$ cat src/rtl/dsc_pkg.sv
package dsc_pkg;

    localparam int FIVE_MOD = 5;
    localparam int FIVE_W   = $clog2(FIVE_MOD);
    localparam int OUT_W    = FIVE_W + 1;

    typedef enum logic [1:0] {
        CASC_NONE = 2'd0,
        CASC_BCD  = 2'd1,
        CASC_BIQ  = 2'd2,
        CASC_ALT  = 2'd3
    } casc_e;

    typedef struct packed {
        logic [FIVE_W-1:0] hi;
        logic              lo;
    } count_t;

    function automatic logic [FIVE_W-1:0] five_next(input logic [FIVE_W-1:0] v);
        if (int'(v) >= FIVE_MOD - 1) return '0;
        return v + 1'b1;
    endfunction

    function automatic logic five_msb_drops(input logic [FIVE_W-1:0] v);
        logic [FIVE_W-1:0] n;
        n = five_next(v);
        return v[FIVE_W-1] & ~n[FIVE_W-1];
    endfunction

endpackage

$ cat src/rtl/dsc_edge.sv
module dsc_edge #(
    parameter int N = 2
) (
    input  logic         clk,
    input  logic         rst,
    input  logic         hold,
    input  logic [N-1:0] din,
    output logic [N-1:0] fall
);
    for (genvar i = 0; i < N; i++) begin : g_bit
        logic prev;
        always_ff @(posedge clk) begin
            if (rst) prev <= 1'b0;
            else     prev <= din[i] & ~hold;
        end
        assign fall[i] = prev & ~din[i];

        AST_NO_EDGE_AFTER_HOLD: assert property (@(posedge clk) disable iff (rst)
            $past(hold) |-> !fall[i]);
    end
endmodule

$ cat src/rtl/dsc_div2.sv
module dsc_div2 (
    input  logic clk,
    input  logic rst,
    input  logic load,
    input  logic ld_val,
    input  logic step,
    output logic q
);
    always_ff @(posedge clk) begin
        if (rst)       q <= 1'b0;
        else if (load) q <= ld_val;
        else if (step) q <= ~q;
    end

    AST_TWO_TOGGLE: assert property (@(posedge clk) disable iff (rst)
        (step && !load) |=> q != $past(q));
endmodule

$ cat src/rtl/dsc_div5.sv
module dsc_div5
    import dsc_pkg::*;
(
    input  logic              clk,
    input  logic              rst,
    input  logic              load,
    input  logic [FIVE_W-1:0] ld_val,
    input  logic              step,
    output logic [FIVE_W-1:0] q
);
    always_ff @(posedge clk) begin
        if (rst)       q <= '0;
        else if (load) q <= ld_val;
        else if (step) q <= five_next(q);
    end

    AST_FIVE_IN_RANGE: assert property (@(posedge clk) disable iff (rst)
        (step && !load) |=> int'(q) < FIVE_MOD);
endmodule

$ cat src/rtl/dsc_top.sv
module dsc_top
    import dsc_pkg::*;
(
    input  logic             clk,
    input  logic             rst,
    input  logic             clear_n,
    input  logic             preset_n,
    input  logic [OUT_W-1:0] preset_val,
    input  logic [1:0]       cascade,
    input  logic             tick2,
    input  logic             tick5,
    output logic [OUT_W-1:0] q
);
    casc_e  mode;
    count_t st;
    count_t ld;
    logic   override;
    logic [1:0] fall;
    logic   cas_from_lo;
    logic   cas_from_hi;
    logic   step2;
    logic   step5;

    assign mode     = casc_e'(cascade);
    assign override = ~clear_n | ~preset_n;
    assign ld       = clear_n ? count_t'(preset_val) : count_t'('0);

    dsc_edge #(.N(2)) u_edge (
        .clk (clk),
        .rst (rst),
        .hold(override),
        .din ({tick5, tick2}),
        .fall(fall)
    );

    // cascade sources come from current state, so no combinational loop forms
    assign cas_from_lo = st.lo & fall[0];
    assign cas_from_hi = five_msb_drops(st.hi) & fall[1];

    always_comb begin
        step2 = fall[0];
        step5 = fall[1];
        case (mode)
            CASC_BCD: step5 = cas_from_lo;
            CASC_BIQ: step2 = cas_from_hi;
            default: ;
        endcase
    end

    dsc_div2 u_two (
        .clk   (clk),
        .rst   (rst),
        .load  (override),
        .ld_val(ld.lo),
        .step  (step2),
        .q     (st.lo)
    );

    dsc_div5 u_five (
        .clk   (clk),
        .rst   (rst),
        .load  (override),
        .ld_val(ld.hi),
        .step  (step5),
        .q     (st.hi)
    );

    always_comb begin
        if (!clear_n)       q = '0;
        else if (!preset_n) q = preset_val;
        else                q = st;
    end

    AST_CLEAR_ZERO: assert property (@(posedge clk) disable iff (rst)
        !clear_n |=> st == count_t'('0));
    AST_PRESET_CAPTURE: assert property (@(posedge clk) disable iff (rst)
        (clear_n && !preset_n) |=> st == count_t'($past(preset_val)));
    AST_BCD_IGNORES_TICK5: assert property (@(posedge clk) disable iff (rst)
        (mode == CASC_BCD && !override && !fall[0]) |=> $stable(st));
    AST_BIQ_IGNORES_TICK2: assert property (@(posedge clk) disable iff (rst)
        (mode == CASC_BIQ && !override && !fall[1]) |=> $stable(st));
endmodule

$ cat config.mk
export PLATFORM = sky130hd
export DESIGN_NAME = dsc_top
export DESIGN_NICKNAME = d
export VERILOG_FILES = /design/src/rtl/dsc_pkg.sv /design/src/rtl/dsc_edge.sv /design/src/rtl/dsc_div2.sv /design/src/rtl/dsc_div5.sv /design/src/rtl/dsc_top.sv
export SDC_FILE = /design/constraint.sdc
export NUM_CORES = 1
export LEC_CHECK = 0
export BUFFER_PORTS_ARGS = -buffer_cell sky130_fd_sc_hd__buf_4
export CAP_MARGIN = 40
export CORE_AREA = 2 2 39 41
export CTS_CLUSTER_SIZE = 28
export DETAILED_ROUTE_END_ITERATION = 12
export DIE_AREA = 0 0 41 43
export GPL_ROUTABILITY_DRIVEN = 0
export PLACE_DENSITY = 0.58
export SLEW_MARGIN = 20
export SYNTH_ARGS = -nofsm -noshare
export SYNTH_HDL_FRONTEND = slang
export SYNTH_SLANG_ARGS = --single-unit
$ cat constraint.sdc
create_clock -name clk -period 2.5 [get_ports clk]
set_input_delay 0.125 -clock clk [delete_from_list [all_inputs] [get_ports clk]]
set_output_delay 0.125 -clock clk [all_outputs]
set_load 0.05 [all_outputs]
# Word level (Yosys, flattened, before mapping)
# Cells that the tools add are included.
# totals
mem_bits_ro	0
mem_bits_rw	0
latchBits	0
n_memories	0
ff_bits	6
out_inout_bits	4
# classes
eq_ne	2
shifts	0
bitwise	15
n_addsub	1
n_reduce_logical	2
mul	0
order_cmp	1
n_div	0
mux	16
# op_table
cell	count
two-way mux 3 bit	5
two-way mux 4 bit	3
two-way mux 1 bit	8
bitwise AND 1 bit	7
inverter 1 bit	7
nonzero test 2 bit	2
adder 3 x 1 -> 3 bit (second input constant)	1
greater-or-equal comparator 3 bit (second input constant)	1
== test 2 x 1 -> 1 bit (second input constant)	1
== test 2 bit (second input constant)	1
bitwise OR 1 bit	1

# Longest topological paths before layout
# Gate-level depths: netlist (run 1).
# depth
depth_word	10
ltp_mapped	5
ltp_nobuf	5

# Hierarchy
# Synthesis (run 1) repeated with hierarchy kept, for this count alone.
# hier_totals
cells_unflattened	53
hier_area_um2	479.2
# by_module_without_submodules
mod	seq_area_each_um2	n_inst	area_per_inst_um2	cells_each
dsc_div5	60.1	1	190.2	20
dsc_top	0.0	1	167.7	22
dsc_edge	40.0	1	70.1	6
dsc_div2	20.0	1	51.3	5

# Worst setup path after synthesis (run 1)
# OpenSTA, ideal clock, no wires.
# synth_timing
path_type	register to output
startpoint	register u_five.q[1]
endpoint	output port q[2]
slack_ps	1261
stages_incl_launch_ff	3
required_time_ps	2375
t_arrival_ps	1114
n_path_buf	0
path_cell_list	dfxtp_1 -> a21oi_1 -> nor2b_1
# synth_between
elab_chain_len	2
# synth_lines
element	line_no	source
start, declared	dsc_div5.sv:9	output logic [FIVE_W-1:0] q
start signal, assigned	dsc_div5.sv:13	else if (load) q <= ld_val;
start signal, assigned	dsc_div5.sv:14	else if (step) q <= five_next(q);
two-way mux 4 bit	dsc_top.sv:70	else if (!preset_n) q = preset_val;
two-way mux 4 bit	dsc_top.sv:69	if (!clear_n) q = '0;
end, declared	dsc_top.sv:12	output logic [OUT_W-1:0] q
# Every way passes these cells.

# Worst setup path in the final report (run 1)
# layout_timing
startpoint	register u_two.q
endpoint	output port q[0]
# layout_between
elab_chain_len	2
# layout_lines
element	line_no	source
start, declared	dsc_div2.sv:7	output logic q
start signal, assigned	dsc_div2.sv:11	else if (load) q <= ld_val;
start signal, assigned	dsc_div2.sv:12	else if (step) q <= ~q;
two-way mux 4 bit	dsc_top.sv:70	
two-way mux 4 bit	dsc_top.sv:69	
# Every way passes these cells.

==> summary.txt, run 1 <==
Status
  – Result of the run: finished clean

Clock network
  – H-Tree Depth: 1
  – Longest Clk Path Bufs: 2
  – Latest clock arrival within the worst-skew pair: between 0.2 and 0.3 ns
  – Quantity of hold-fixing buffers added after cts: 0
  – Clock Sinks: 6
  – Post-cts repair resize count: 0
  – Number of buffers created by CTS: 3
  – CTS tree: yes
  – Clock transition at the registers of the reported paths: approximately 0.050 ns
  – Root cell of the clock tree: clkbuf_4
  – Number of buffers inserted to repair setup after CTS: 0

Final layout
  – Total non-filler cell area in the finished layout: between 600 and 700 µm²
  – Filler Cells Inserted: 147
  – Area growth from synthesis to layout: 31.8%
  – Layout Cells excl Fill: 84
  – Post-Route Utilization: between 40% and 50%
  – Combined area of the multi-input logic cells: approximately 350 µm²
  – Net count reported at finish: 84
  – Sequential standard cell area: between 100 and 150 µm²
  – Fraction of layout instances using a drive strength above 1: a little under two fifths
  – N_diodes: 0

Floorplanning
  – Starting Density: between 30 and 40%
  – Count of pins on the block boundary: 16
  – X dimension of the die: around 41 µm
  – Site row count: 14
  – Floorplan core area: 1380 µm²
  – Full die area: 1760 µm²
  – Overall die height: 43 µm

Pwr
  – Part of the total power dissipated in the clock network: approximately a third
  – Switching power share of the total: between 20% and 30%
  – Switching component of the power: roughly 0.073 mW
  – Power density over the cells: a little over 400 nW/µm²
  – Leak Pwr: ~0.27 nW
  – Max IR drop VDD: 0.000162 V
  – Relative contribution of combinational cells to total power: between 20% and 30%
  – Design internal power: roughly 0.19 mW
  – Sequential Power Share: between 40% and 50%

Flow run
  – Max-capacitance violation count: 0

Placement
  – Area after detailed placement: 606 µm²
  – Sum of net half-perimeters after detailed placement: between 700 and 800 µm
  – PortBufs: 15
  – Placed cells: 81

Yosys
  – Cell with the most instances after synthesis: dfxtp_1
  – Gate count after technology mapping: slightly above 50
  – Share of flip-flops with an asynchronous set or reset after synthesis: 0%
  – Mean post-synth cell area: ~9.3 µm²
  – Synth Register Bits: 6
  – Yosys top cell area share: about 25%
  – Post-synth EDFFs: 0
  – Top area cells in the synthesized netlist: dfxtp_1 25%, mux2i_1 8.4%, nand2b_1 6.6%
  – Sequential share of the synthesized area: around 25%
  – Cell type with the highest aggregate area in the netlist: dfxtp_1
  – Netlist area before placement: about 480 µm²
  – Syn nets: 65
  – Synth warn: 0
  – Cell types with the highest counts after synthesis: 6 x dfxtp_1, 5 x nand2b_1, 5 x nor2b_1, 4 x mux2i_1, 4 x o21ai_0
  – Number of distinct library cells after synthesis: 21
  – Primary FF master, synth: dfxtp_1

Drt
  – Residual DRC: 0
  – Average via count per standard cell: between 4 and 5
  – TritonRoute pass-1 iters: 2
  – Post-Route WL: just over 900 µm
  – Count of vias placed by the detailed router: 415
  – Routed WL per cell: roughly 11 µm
  – Residual antenna-violating net count after detailed routing: 0
  – Number of DRC markers in iteration 0: 6

Worst setup path
  – Worst-path maximum fanout: 4
  – Worst reg2reg setup slack: approximately 1.3 ns
  – End point of the critical path: q[0]
  – Critical path type: reg2out
  – Worst Setup End Kind: output pin
  – Data arrival time of the worst path: between 1 and 1.5 ns
  – Highest-delay cell along the critical path: dfxtp_1
  – Length in cells of the worst reg-to-reg path: 5
  – Worst path cell trace: and2_2 -> o21a_1 -> buf_4
  – Critical path required time: roughly 2.4 ns
  – Max stage delay on crit path: a little over 0.4 ns
  – Launching instance or port of the critical path: u_two.q$_SDFFE_PP0P_
  – Reg2Reg Launch Point: u_five.q[0]$_SDFFE_PP0P_
  – Destination of the worst register-to-register timing path: u_five.q[1]$_SDFFE_PP0P_
  – Startpoint class of the critical path: flop

STA
  – Final critical-path share of the clock period: between 50% and 60%
  – Final-report hold violation count: 0
  – Total of endpoints with negative setup slack in the final report: 0
  – Worst-margin pin slew: around 0.32 ns
  – Max-slew violation count: 0
  – Setup TNS after final layout: 0 ns
  – Final critical delay including setup and external delays: 1.26 ns
  – RSZ-0062 raised after global routing: no
  – Maximum clock frequency: 0.793 GHz
  – Fin Clk Skew: ~0.0029 ns
  – Worst rel slew slack: 78.7%

Global routing
  – Global-route congestion overflow total: 0
  – Via count of the first global-routing pass: between 400 and 500
  – Number of antenna violations at the first check in global routing: 0
  – Wire length of the first global-routing pass: around 1800 µm
  – Largest net degree at the start of global routing: 14
  – Overall fraction of global-route tracks in use: approximately 15%

Hold path
  – Type of the worst min-delay path: in2reg
power by group through the flow:
stage               Combinational [mW]  Clock, mW  Sequential, mW
CTS                             0.0647     0.0929           0.105
detailed placement              0.0645          0           0.106
global placement                0.0643          0           0.106
global route                    0.0706      0.101           0.105
finish                          0.0637     0.0916           0.104
floorplan                       0.0394          0           0.105
flip-flops by register name (all words and copies together), names as in the netlist:
signal	count
u_five.q	3
u_edge.g_bit.prev	2
u_two.q	1
worst max-delay path, delay by kind of cell (launching register included):
| kind | cells | cell delay [ns] |
|---|---|---|
| AND/OR/NAND/NOR | 1 | 0.17 |
| AO/OA/AOI/OAI | 1 | 0.11 |
| buffers and inverters | 1 | 0.19 |
| flip-flops | 1 | 0.41 |
cell families (layout without fill, tap and decap cells):
family                     count (synthesis)  in the layout  share of synthesized area, %
and+or+nand+nor                           26             26                          41.5
AOI/OAI and AO/OA                         10             10                          17.3
DFF                                        6              6                          25.2
muxes                                      4              4                          8.40
buffers and inverters                      3             20                          2.36
adders and majority gates                  2              2                          5.25
through the flow:
| stage | hold slack [ns] | power (mW) | setup slack (ns) |
|---|---|---|---|
| finish | 0.0919 | 0.260 | 1.24 |
| global route | 0.106 | 0.277 | 1.15 |
| CTS | 0.0966 | 0.262 | 1.24 |
| detailed placement | 0.358 | 0.171 | 1.26 |
| global placement | 0.352 | 0.170 | 1.31 |
| floorplan | 0.201 | 0.144 | 1.26 |
cells in the final DEF, fill, tap and decap left out, types with 3 or more instances in the layout:
master    count
o21a_1        3
and2_2        3
nor3b_1       3
clkbuf_4      3
dfxtp_1       6
buf_4        15
nand2b_1      5
mux2i_1       4
nor2b_1       5
o21ai_0       4
worst min path at each step:
stage / start / end / slack (ns) / cells after the start
final: rst / u_edge.g_bit[1].prev$_SDFF_PP0_ / 0.09 / 2
after global routing: rst / u_edge.g_bit[1].prev$_SDFF_PP0_ / 0.11 / 2
after CTS: rst / u_edge.g_bit[1].prev$_SDFF_PP0_ / 0.1 / 2
after global placement: rst / u_edge.g_bit[0].prev$_SDFF_PP0_ / 0.35 / 2
after floorplan: rst / u_edge.g_bit[0].prev$_SDFF_PP0_ / 0.20 / 1
after detailed placement: rst / u_edge.g_bit[1].prev$_SDFF_PP0_ / 0.36 / 2
cell type report:
cell class / instances / area share (%)
Clock buffer: 3 / 3.59
Timing Repair Buffer: 15 / 17.9
Tap cell: 16 / 3.19
Sequential cell: 6 / 19.1
Inverter: 2 / 1.20
Multi-Input combinational cell: 42 / 55.0
routing by layer:
metal | track usage, % | routed length (µm)
met5 | 0 | 0
met4 | 12.0 | 40
met3 | 3.14 | 45
met1 | 18.2 | 413
met2 | 21.6 | 434
Power figures use the tool's default switching activity.
==> run 2, diff against run 1 <==
--- a/config.mk
+++ b/config.mk
@@ -12,7 +12,7 @@
 export DETAILED_ROUTE_END_ITERATION = 12
 export DIE_AREA = 0 0 41 43
 export GPL_ROUTABILITY_DRIVEN = 0
-export PLACE_DENSITY = 0.58
+export PLACE_DENSITY = 0.6
 export SLEW_MARGIN = 20
 export SYNTH_ARGS = -nofsm -noshare
 export SYNTH_HDL_FRONTEND = slang
==> constraint.sdc (replaced) <==
create_clock -name clk -period 1.1 [get_ports clk]
set_input_delay 0.055 -clock clk [delete_from_list [all_inputs] [get_ports clk]]
set_output_delay 0.055 -clock clk [all_outputs]
set_load 0.05 [all_outputs]
==> run 2 against run 1 <==
Compared with the run above:
- the flow now finishes with violations (setup timing)
- global-route usage decreased by 0.63 points
- via count increased by 2.7%
- design area increased by 13%
- core utilization increased by 5.8 points
- flip-flop and latch count unchanged
- first-iteration DRC count decreased by 67%
- setup slack got worse by 1.3 ns
- count of clock-buffer cells in the layout unchanged
- die area unchanged
- largest power group unchanged
==> summary.txt, run 2 (synthesis gave the netlist of run 1 again) <==
Worst setup path
  – Worst Setup End Kind: output pin
  – Critical path type: reg2out
  – Critical path required time: 1.04 ns (-1.34 ns)
  – Data arrival time of the worst path: 1.12 ns (-0.02 ns)
  – Destination of the worst register-to-register timing path: u_five.q[1]$_SDFFE_PP0P_
  – Startpoint class of the critical path: flop
  – Worst reg2reg setup slack: -0.04 ns (-1.29 ns)
  – Reg2Reg Launch Point: u_five.q[1]$_SDFFE_PP0P_
  – Length in cells of the worst reg-to-reg path: 5 (unchanged)
  – Worst-path maximum fanout: 3 (-1)

Global routing
  – Overall fraction of global-route tracks in use: 14.4% (-0.63 points)
  – Via count of the first global-routing pass: 415 (-2.4%)
  – Largest net degree at the start of global routing: 14 (unchanged)
  – Wire length of the first global-routing pass: 1610 µm (-8.6%)
  – Number of antenna violations at the first check in global routing: 0 (unchanged)
  – Global-route congestion overflow total: 0 (unchanged)

Status
  – Result of the run: complete, but fails checks
  – Violations in the final reports: setup timing

STA
  – Setup ws final: -0.0796 ns (-1.32 ns)
  – RSZ-0062 raised after global routing: yes
  – Final-report hold violation count: 0 (unchanged)
  – Worst rel slew slack: 80.3% (+1.6 points)
  – Worst-margin pin slew: 0.295 ns (-0.0234 ns)
  – Final critical-path share of the clock period: 107%
  – Fin Clk Skew: 0.00166 ns (-0.00128 ns)
  – Setup TNS after final layout: -0.229 ns (-0.229 ns)
  – Final Hold Slack: 0.0176 ns (-0.0743 ns)
  – Final critical delay including setup and external delays: roughly 1.2 ns
  – Maximum clock frequency: roughly 0.85 GHz
  – Total of endpoints with negative setup slack in the final report: 7 (+7)
  – Max-slew violation count: 0 (unchanged)

Final layout
  – Most frequent cells in the layout: 17 x buf_4, 5 x nand2b_1, 4 x nor2b_1, 4 x mux2i_1, 4 x buf_6
  – Most frequent standard cell in the layout excluding fill and tap cells: buf_4
  – Total non-filler cell area in the finished layout: 708 µm² (+13%)
  – Largest Register: u_five.q
  – Net count reported at finish: 90 (+7.1%)
  – Max FFs per register: 3 (unchanged)
  – Filler Cells Inserted: 142 (-3.4%)
  – Area growth from synthesis to layout: 48.6%
  – Fraction of layout instances using a drive strength above 1: 51.4% (+13 points)
  – Biggest registers after layout: u_five.q (3), u_edge.g_bit.prev (2), u_two.q (1)
  – N_diodes: 0 (unchanged)

Placement
  – Area after detailed placement: 618 µm² (+2.1%)
  – Placement-stage worst setup slack: -0.0578 ns (-1.31 ns)
  – PortBufs: 15 (unchanged)

Clock network
  – Quantity of hold-fixing buffers added after cts: 0 (unchanged)
  – CTS tree: yes
  – Number of buffers created by CTS: 3 (unchanged)
  – Latest clock arrival within the worst-skew pair: 0.25 ns (about the same)
  – Root cell of the clock tree: clkbuf_4
  – H-Tree Depth: 1 (unchanged)
  – Clock Sinks: 6 (unchanged)
  – Longest Clk Path Bufs: 2 (unchanged)
  – Clock transition at the registers of the reported paths: 0.04 ns (about the same)

Drt
  – Post-Route WL: 1040 µm (+11%)
  – Routed WL per cell: 11.5 µm (+3.6%)
  – Residual antenna-violating net count after detailed routing: 0 (unchanged)
  – Residual DRC: 0 (unchanged)
  – Average via count per standard cell: 4.73 (-4.2%)
  – TritonRoute pass-1 iters: 2 (unchanged)
  – Number of DRC markers in iteration 0: 2 (-4)
  – Count of vias placed by the detailed router: 426 (+2.7%)

Floorplanning
  – Site row count: 14 (unchanged)
  – Count of pins on the block boundary: 16 (unchanged)
  – Overall die height: 43 µm (unchanged)
  – Starting Density: 34.4% (unchanged)
  – Floorplan core area: 1380 µm² (unchanged)
  – Full die area: 1760 µm² (unchanged)
  – X dimension of the die: 41 µm (unchanged)

Pwr
  – Power density over the cells: 860 nW/µm² (+110%)
  – Switching power share of the total: 27.4% (-0.71 points)
  – Switching component of the power: 0.167 mW (+130%)
  – Design internal power: 0.442 mW (+140%)
  – Sequential Power Share: 38.3% (-1.9 points)
  – Leak Pwr: 0.316 nW (+16%)
  – Relative contribution of combinational cells to total power: 28.7% (+4.2 points)
  – Part of the total power dissipated in the clock network: 33.1% (-2.2 points)
  – Max IR drop VDD: 0.000361 V (+120%)

Flow run
  – Max-capacitance violation count: 0 (unchanged)

Hold path
  – Number of stages on the worst hold path: 2 (unchanged)
  – Terminating pin of the worst hold path: u_edge.g_bit[0].prev$_SDFF_PP0_
  – Startpoint of the most critical hold path: rst
  – Type of the worst min-delay path: in2reg
-- run 2: changes by cell type in the layout (fill, tap and decap cells not counted), sizes merged --
cell / change
buf: +6
-- run 2: worst max-delay path by stage --
stage,start,slack (ns),cells after the start,endpoint
after CTS,u_five.q[0]$_SDFFE_PP0P_,-0.09,4,q[1]
after global routing,u_five.q[1]$_SDFFE_PP0P_,-0.12,5,u_five.q[1]$_SDFFE_PP0P_
final,u_five.q[0]$_SDFFE_PP0P_,-0.08,4,q[1]
after global placement,u_five.q[0]$_SDFFE_PP0P_,-0.05,5,u_five.q[1]$_SDFFE_PP0P_
after floorplan,u_five.q[0]$_SDFFE_PP0P_,0.009,5,u_five.q[1]$_SDFFE_PP0P_
after detailed placement,u_five.q[0]$_SDFFE_PP0P_,-0.06,5,u_five.q[1]$_SDFFE_PP0P_
-- run 2: final cells by class --
| type | instances | area, µm² | share of cell area [%] |
|---|---|---|---|
| Clock buffer | 3 | 22.5 | 3.18 |
| Inverter | 2 | 7.51 | 1.06 |
| Multi-Input combinational cell | 42 | 355 | 50.2 |
| Sequential cell | 6 | 130 | 18.4 |
| Tap cell | 16 | 20.0 | 2.83 |
| Timing Repair Buffer | 21 | 173 | 24.4 |
-- run 2: per-layer routing --
| layer | routed length [µm] | GRT usage, % | up-vias |
|---|---|---|---|
| li1 | - | - | 225 |
| met1 | 444 | 15.2 | 177 |
| met5 | 0 | 0 | - |
| met4 | 45 | 14.0 | 0 |
| met3 | 64 | 3.14 | 5 |
| met2 | 482 | 21.6 | 19 |
-- run 2: per-stage QoR --
stage               power, mW  instances  utilization [%]
detailed placement      0.392         82             44.7
floorplan               0.330         51                -
global route            0.646         90             51.2
finish                  0.609         90             51.2
CTS                     0.611         89             50.6
global placement        0.392         82             44.7
-- run 2: worst max-delay path, cell delays in order, from the launching register on --
cell     delay [ns]
dfxtp_2        0.33
buf_6          0.11
and2_4         0.12
o21a_1         0.17
buf_6          0.15
-- run 2: power by group through the flow --
stage	Combinational, mW	Clock (mW)	Sequential, mW
floorplan	0.0911	0	0.239
global route	0.190	0.222	0.234
detailed placement	0.150	0	0.242
finish	0.175	0.201	0.233
CTS	0.173	0.205	0.233
global placement	0.150	0	0.242
-- run 2: timing repair --
action | 4_1_cts | 5_1_grt
endpoints found under the setup margin | 7 | 7
resized for setup | 11 | 0
cloned | 0 | 0
pin swaps | 1 | 4
buffers inserted | 4 | 1
==> run 3, diff against run 2 <==
--- a/config.mk
+++ b/config.mk
@@ -13,6 +13,7 @@
 export DIE_AREA = 0 0 41 43
 export GPL_ROUTABILITY_DRIVEN = 0
 export PLACE_DENSITY = 0.6
+export SETUP_SLACK_MARGIN = 0.5
 export SLEW_MARGIN = 20
 export SYNTH_ARGS = -nofsm -noshare
 export SYNTH_HDL_FRONTEND = slang
==> run 3 against run 2 <==
Compared with the run above:
- the flow still finishes with violations (setup timing)
- highest routed layer unchanged
- sequential power is essentially flat
- register-to-register slack about the same
- clock skew fell by 0.00071 ns
- via count up 2.3%
- critical path depth unchanged
- global-route usage fell by 0.30 points
==> summary.txt, run 3 (synthesis gave the netlist of run 1 again) <==
STA
  – Worst rel slew slack: 80.2% (about the same)
  – RSZ-0062 raised after global routing: yes
  – Final critical-path share of the clock period: 109% (+1.8 points)
  – Maximum clock frequency: 0.834 GHz (-1.6%)
  – Max-slew violation count: 0 (unchanged)
  – Setup ws final: -0.0991 ns (-0.0196 ns)
  – Total of endpoints with negative setup slack in the final report: 2 (-5)
  – Final critical delay including setup and external delays: 1.20 ns (+0.0196 ns)
  – Worst-margin pin slew: 0.297 ns (+0.00117 ns)
  – Final-report hold violation count: 0 (unchanged)
  – Fin Clk Skew: 0.000947 ns (-0.000711 ns)
  – Final Hold Slack: 0.0322 ns (+0.0147 ns)

Floorplanning
  – Starting Density: 34.4% (unchanged)
  – Count of pins on the block boundary: 16 (unchanged)
  – X dimension of the die: 41 µm (unchanged)
  – Floorplan core area: 1380 µm² (unchanged)
  – Site row count: 14 (unchanged)
  – Full die area: 1760 µm² (unchanged)
  – Overall die height: 43 µm (unchanged)

Clock network
  – Root cell of the clock tree: clkbuf_4
  – Longest Clk Path Bufs: 2 (unchanged)
  – H-Tree Depth: 1 (unchanged)
  – Quantity of hold-fixing buffers added after cts: 0 (unchanged)
  – Clock Sinks: 6 (unchanged)
  – CTS tree: yes
  – Clock transition at the registers of the reported paths: 0.04 ns (about the same)
  – Number of buffers created by CTS: 3 (unchanged)
  – Latest clock arrival within the worst-skew pair: 0.25 ns (about the same)

Final layout
  – Sequential standard cell area: 130 µm² (unchanged)
  – Most frequent cells in the layout: 14 x buf_4, 5 x nand2b_1, 4 x nor2b_1, 4 x mux2i_1
  – Layout Cells excl Fill: 89 (-1.1%)
  – Area growth from synthesis to layout: 57.0%
  – N_diodes: 0 (unchanged)
  – Max FFs per register: 3 (unchanged)
  – Most frequent standard cell in the layout excluding fill and tap cells: buf_4
  – Filler Cells Inserted: 139 (-2.1%)
  – Net count reported at finish: 89 (-1.1%)
  – Fraction of layout instances using a drive strength above 1: 56.2% (+4.8 points)
  – Combined area of the multi-input logic cells: 384 µm² (+8.1%)
  – Largest Register: u_five.q
  – Biggest registers after layout: u_five.q (3), u_edge.g_bit.prev (2), u_two.q (1)

Global routing
  – Via count of the first global-routing pass: 446 (+7.5%)
  – Overall fraction of global-route tracks in use: 14.1% (-0.30 points)
  – Number of antenna violations at the first check in global routing: 0 (unchanged)
  – Global-route congestion overflow total: 0 (unchanged)
  – Wire length of the first global-routing pass: 1680 µm (+4.3%)
  – Largest net degree at the start of global routing: 14 (unchanged)

Placement
  – Sum of net half-perimeters after detailed placement: around 740 µm
  – PortBufs: 15 (unchanged)
  – Placed cells: 82 (unchanged)

Drt
  – TritonRoute pass-1 iters: 3 (+1)
  – Count of vias placed by the detailed router: 436 (+2.3%)
  – Residual antenna-violating net count after detailed routing: 0 (unchanged)
  – Average via count per standard cell: 4.90 (+3.5%)
  – Number of DRC markers in iteration 0: 3 (+1)
  – Post-Route WL: 1020 µm (-1.5%)
  – Residual DRC: 0 (unchanged)
  – Routed WL per cell: 11.5 µm (-0.44%)

Hold path
  – Number of stages on the worst hold path: 2 (unchanged)
  – Type of the worst min-delay path: in2reg
  – Startpoint of the most critical hold path: rst
  – Terminating pin of the worst hold path: u_edge.g_bit[0].prev$_SDFF_PP0_

Pwr
  – Power density over the cells: 841 nW/µm² (-2.2%)
  – Total Power Consumption: 0.629 mW (+3.4%)
  – Max IR drop VDD: 0.000369 V (+2.2%)
  – Leak Pwr: 0.324 nW (+2.4%)

Worst setup path
  – Critical path required time: 1.04 ns (about the same)
  – Critical path type: reg2out
  – Reg2Reg Launch Point: u_five.q[0]$_SDFFE_PP0P_
  – Data arrival time of the worst path: 1.14 ns (+0.02 ns)
  – Startpoint class of the critical path: flop
  – Destination of the worst register-to-register timing path: u_five.q[1]$_SDFFE_PP0P_
  – Worst reg2reg setup slack: -0.04 ns (about the same)
  – Length in cells of the worst reg-to-reg path: 5 (unchanged)
  – Worst Setup End Kind: output pin
  – Worst-path maximum fanout: 3 (unchanged)

Status
  – Result of the run: complete, but fails checks
  – Violations in the final reports: setup timing

Flow run
  – Max-capacitance violation count: 0 (unchanged)
## run 3: layout make-up
type / instances / share of cell area [%]
Inverter: 2 / 1.00
Tap cell: 16 / 2.68
Timing Repair Buffer: 20 / 24.6
Multi-Input combinational cell: 42 / 51.3
Sequential cell: 6 / 17.4
Clock buffer: 3 / 3.01
## run 3: routing by layer
| metal | vias to the layer above | global-route usage (%) | share of wire (%) |
|---|---|---|---|
| met4 | 0 | 10.0 | 1.4 |
| li1 | 224 | - | - |
| met1 | 195 | 17.7 | 44 |
| met5 | - | 0 | 0 |
| met2 | 15 | 21.9 | 49 |
| met3 | 2 | 0 | 5.4 |
## run 3: where the power goes
group / total, mW / internal (mW) / switching, mW
Sequential: 0.232 / 0.225 / 0.00634
Combinational: 0.193 / 0.105 / 0.0885
Clock: 0.204 / 0.123 / 0.0808
## run 3: through the flow
step	util, %	TNS [ns]	area (µm²)	setup slack [ns]
after floorplan	-	0	515	0.00853
after global placement	47.0	-0.0496	651	-0.0496
after detailed placement	47.0	-0.0648	651	-0.0648
after CTS	54.1	-0.206	748	-0.118
after global routing	54.1	-0.418	748	-0.122
final	54.1	-0.137	748	-0.0991
## run 3: worst max path at each step
| stage | end | cells after the start | startpoint |
|---|---|---|---|
| global route | q[1] | 4 | u_five.q[0]$_SDFFE_PP0P_ |
| global placement | u_five.q[1]$_SDFFE_PP0P_ | 5 | u_five.q[0]$_SDFFE_PP0P_ |
| CTS | q[1] | 4 | u_five.q[0]$_SDFFE_PP0P_ |
| detailed placement | u_five.q[1]$_SDFFE_PP0P_ | 5 | u_five.q[0]$_SDFFE_PP0P_ |
| floorplan | u_five.q[1]$_SDFFE_PP0P_ | 5 | u_five.q[0]$_SDFFE_PP0P_ |
| finish | q[1] | 4 | u_five.q[0]$_SDFFE_PP0P_ |
## run 3: repair_timing
item,in CTS,in global routing
setup endpoints to repair,8,8
resized for setup,14,1
pin swaps,6,4
buffers inserted,4,0
## run 3: worst max-delay path, cell delays in order, from the launching register on
cell and delay (ns):
dfxtp_2 0.33, buf_6 0.11, and2_4 0.12, o21a_4 0.19, buf_8 0.14
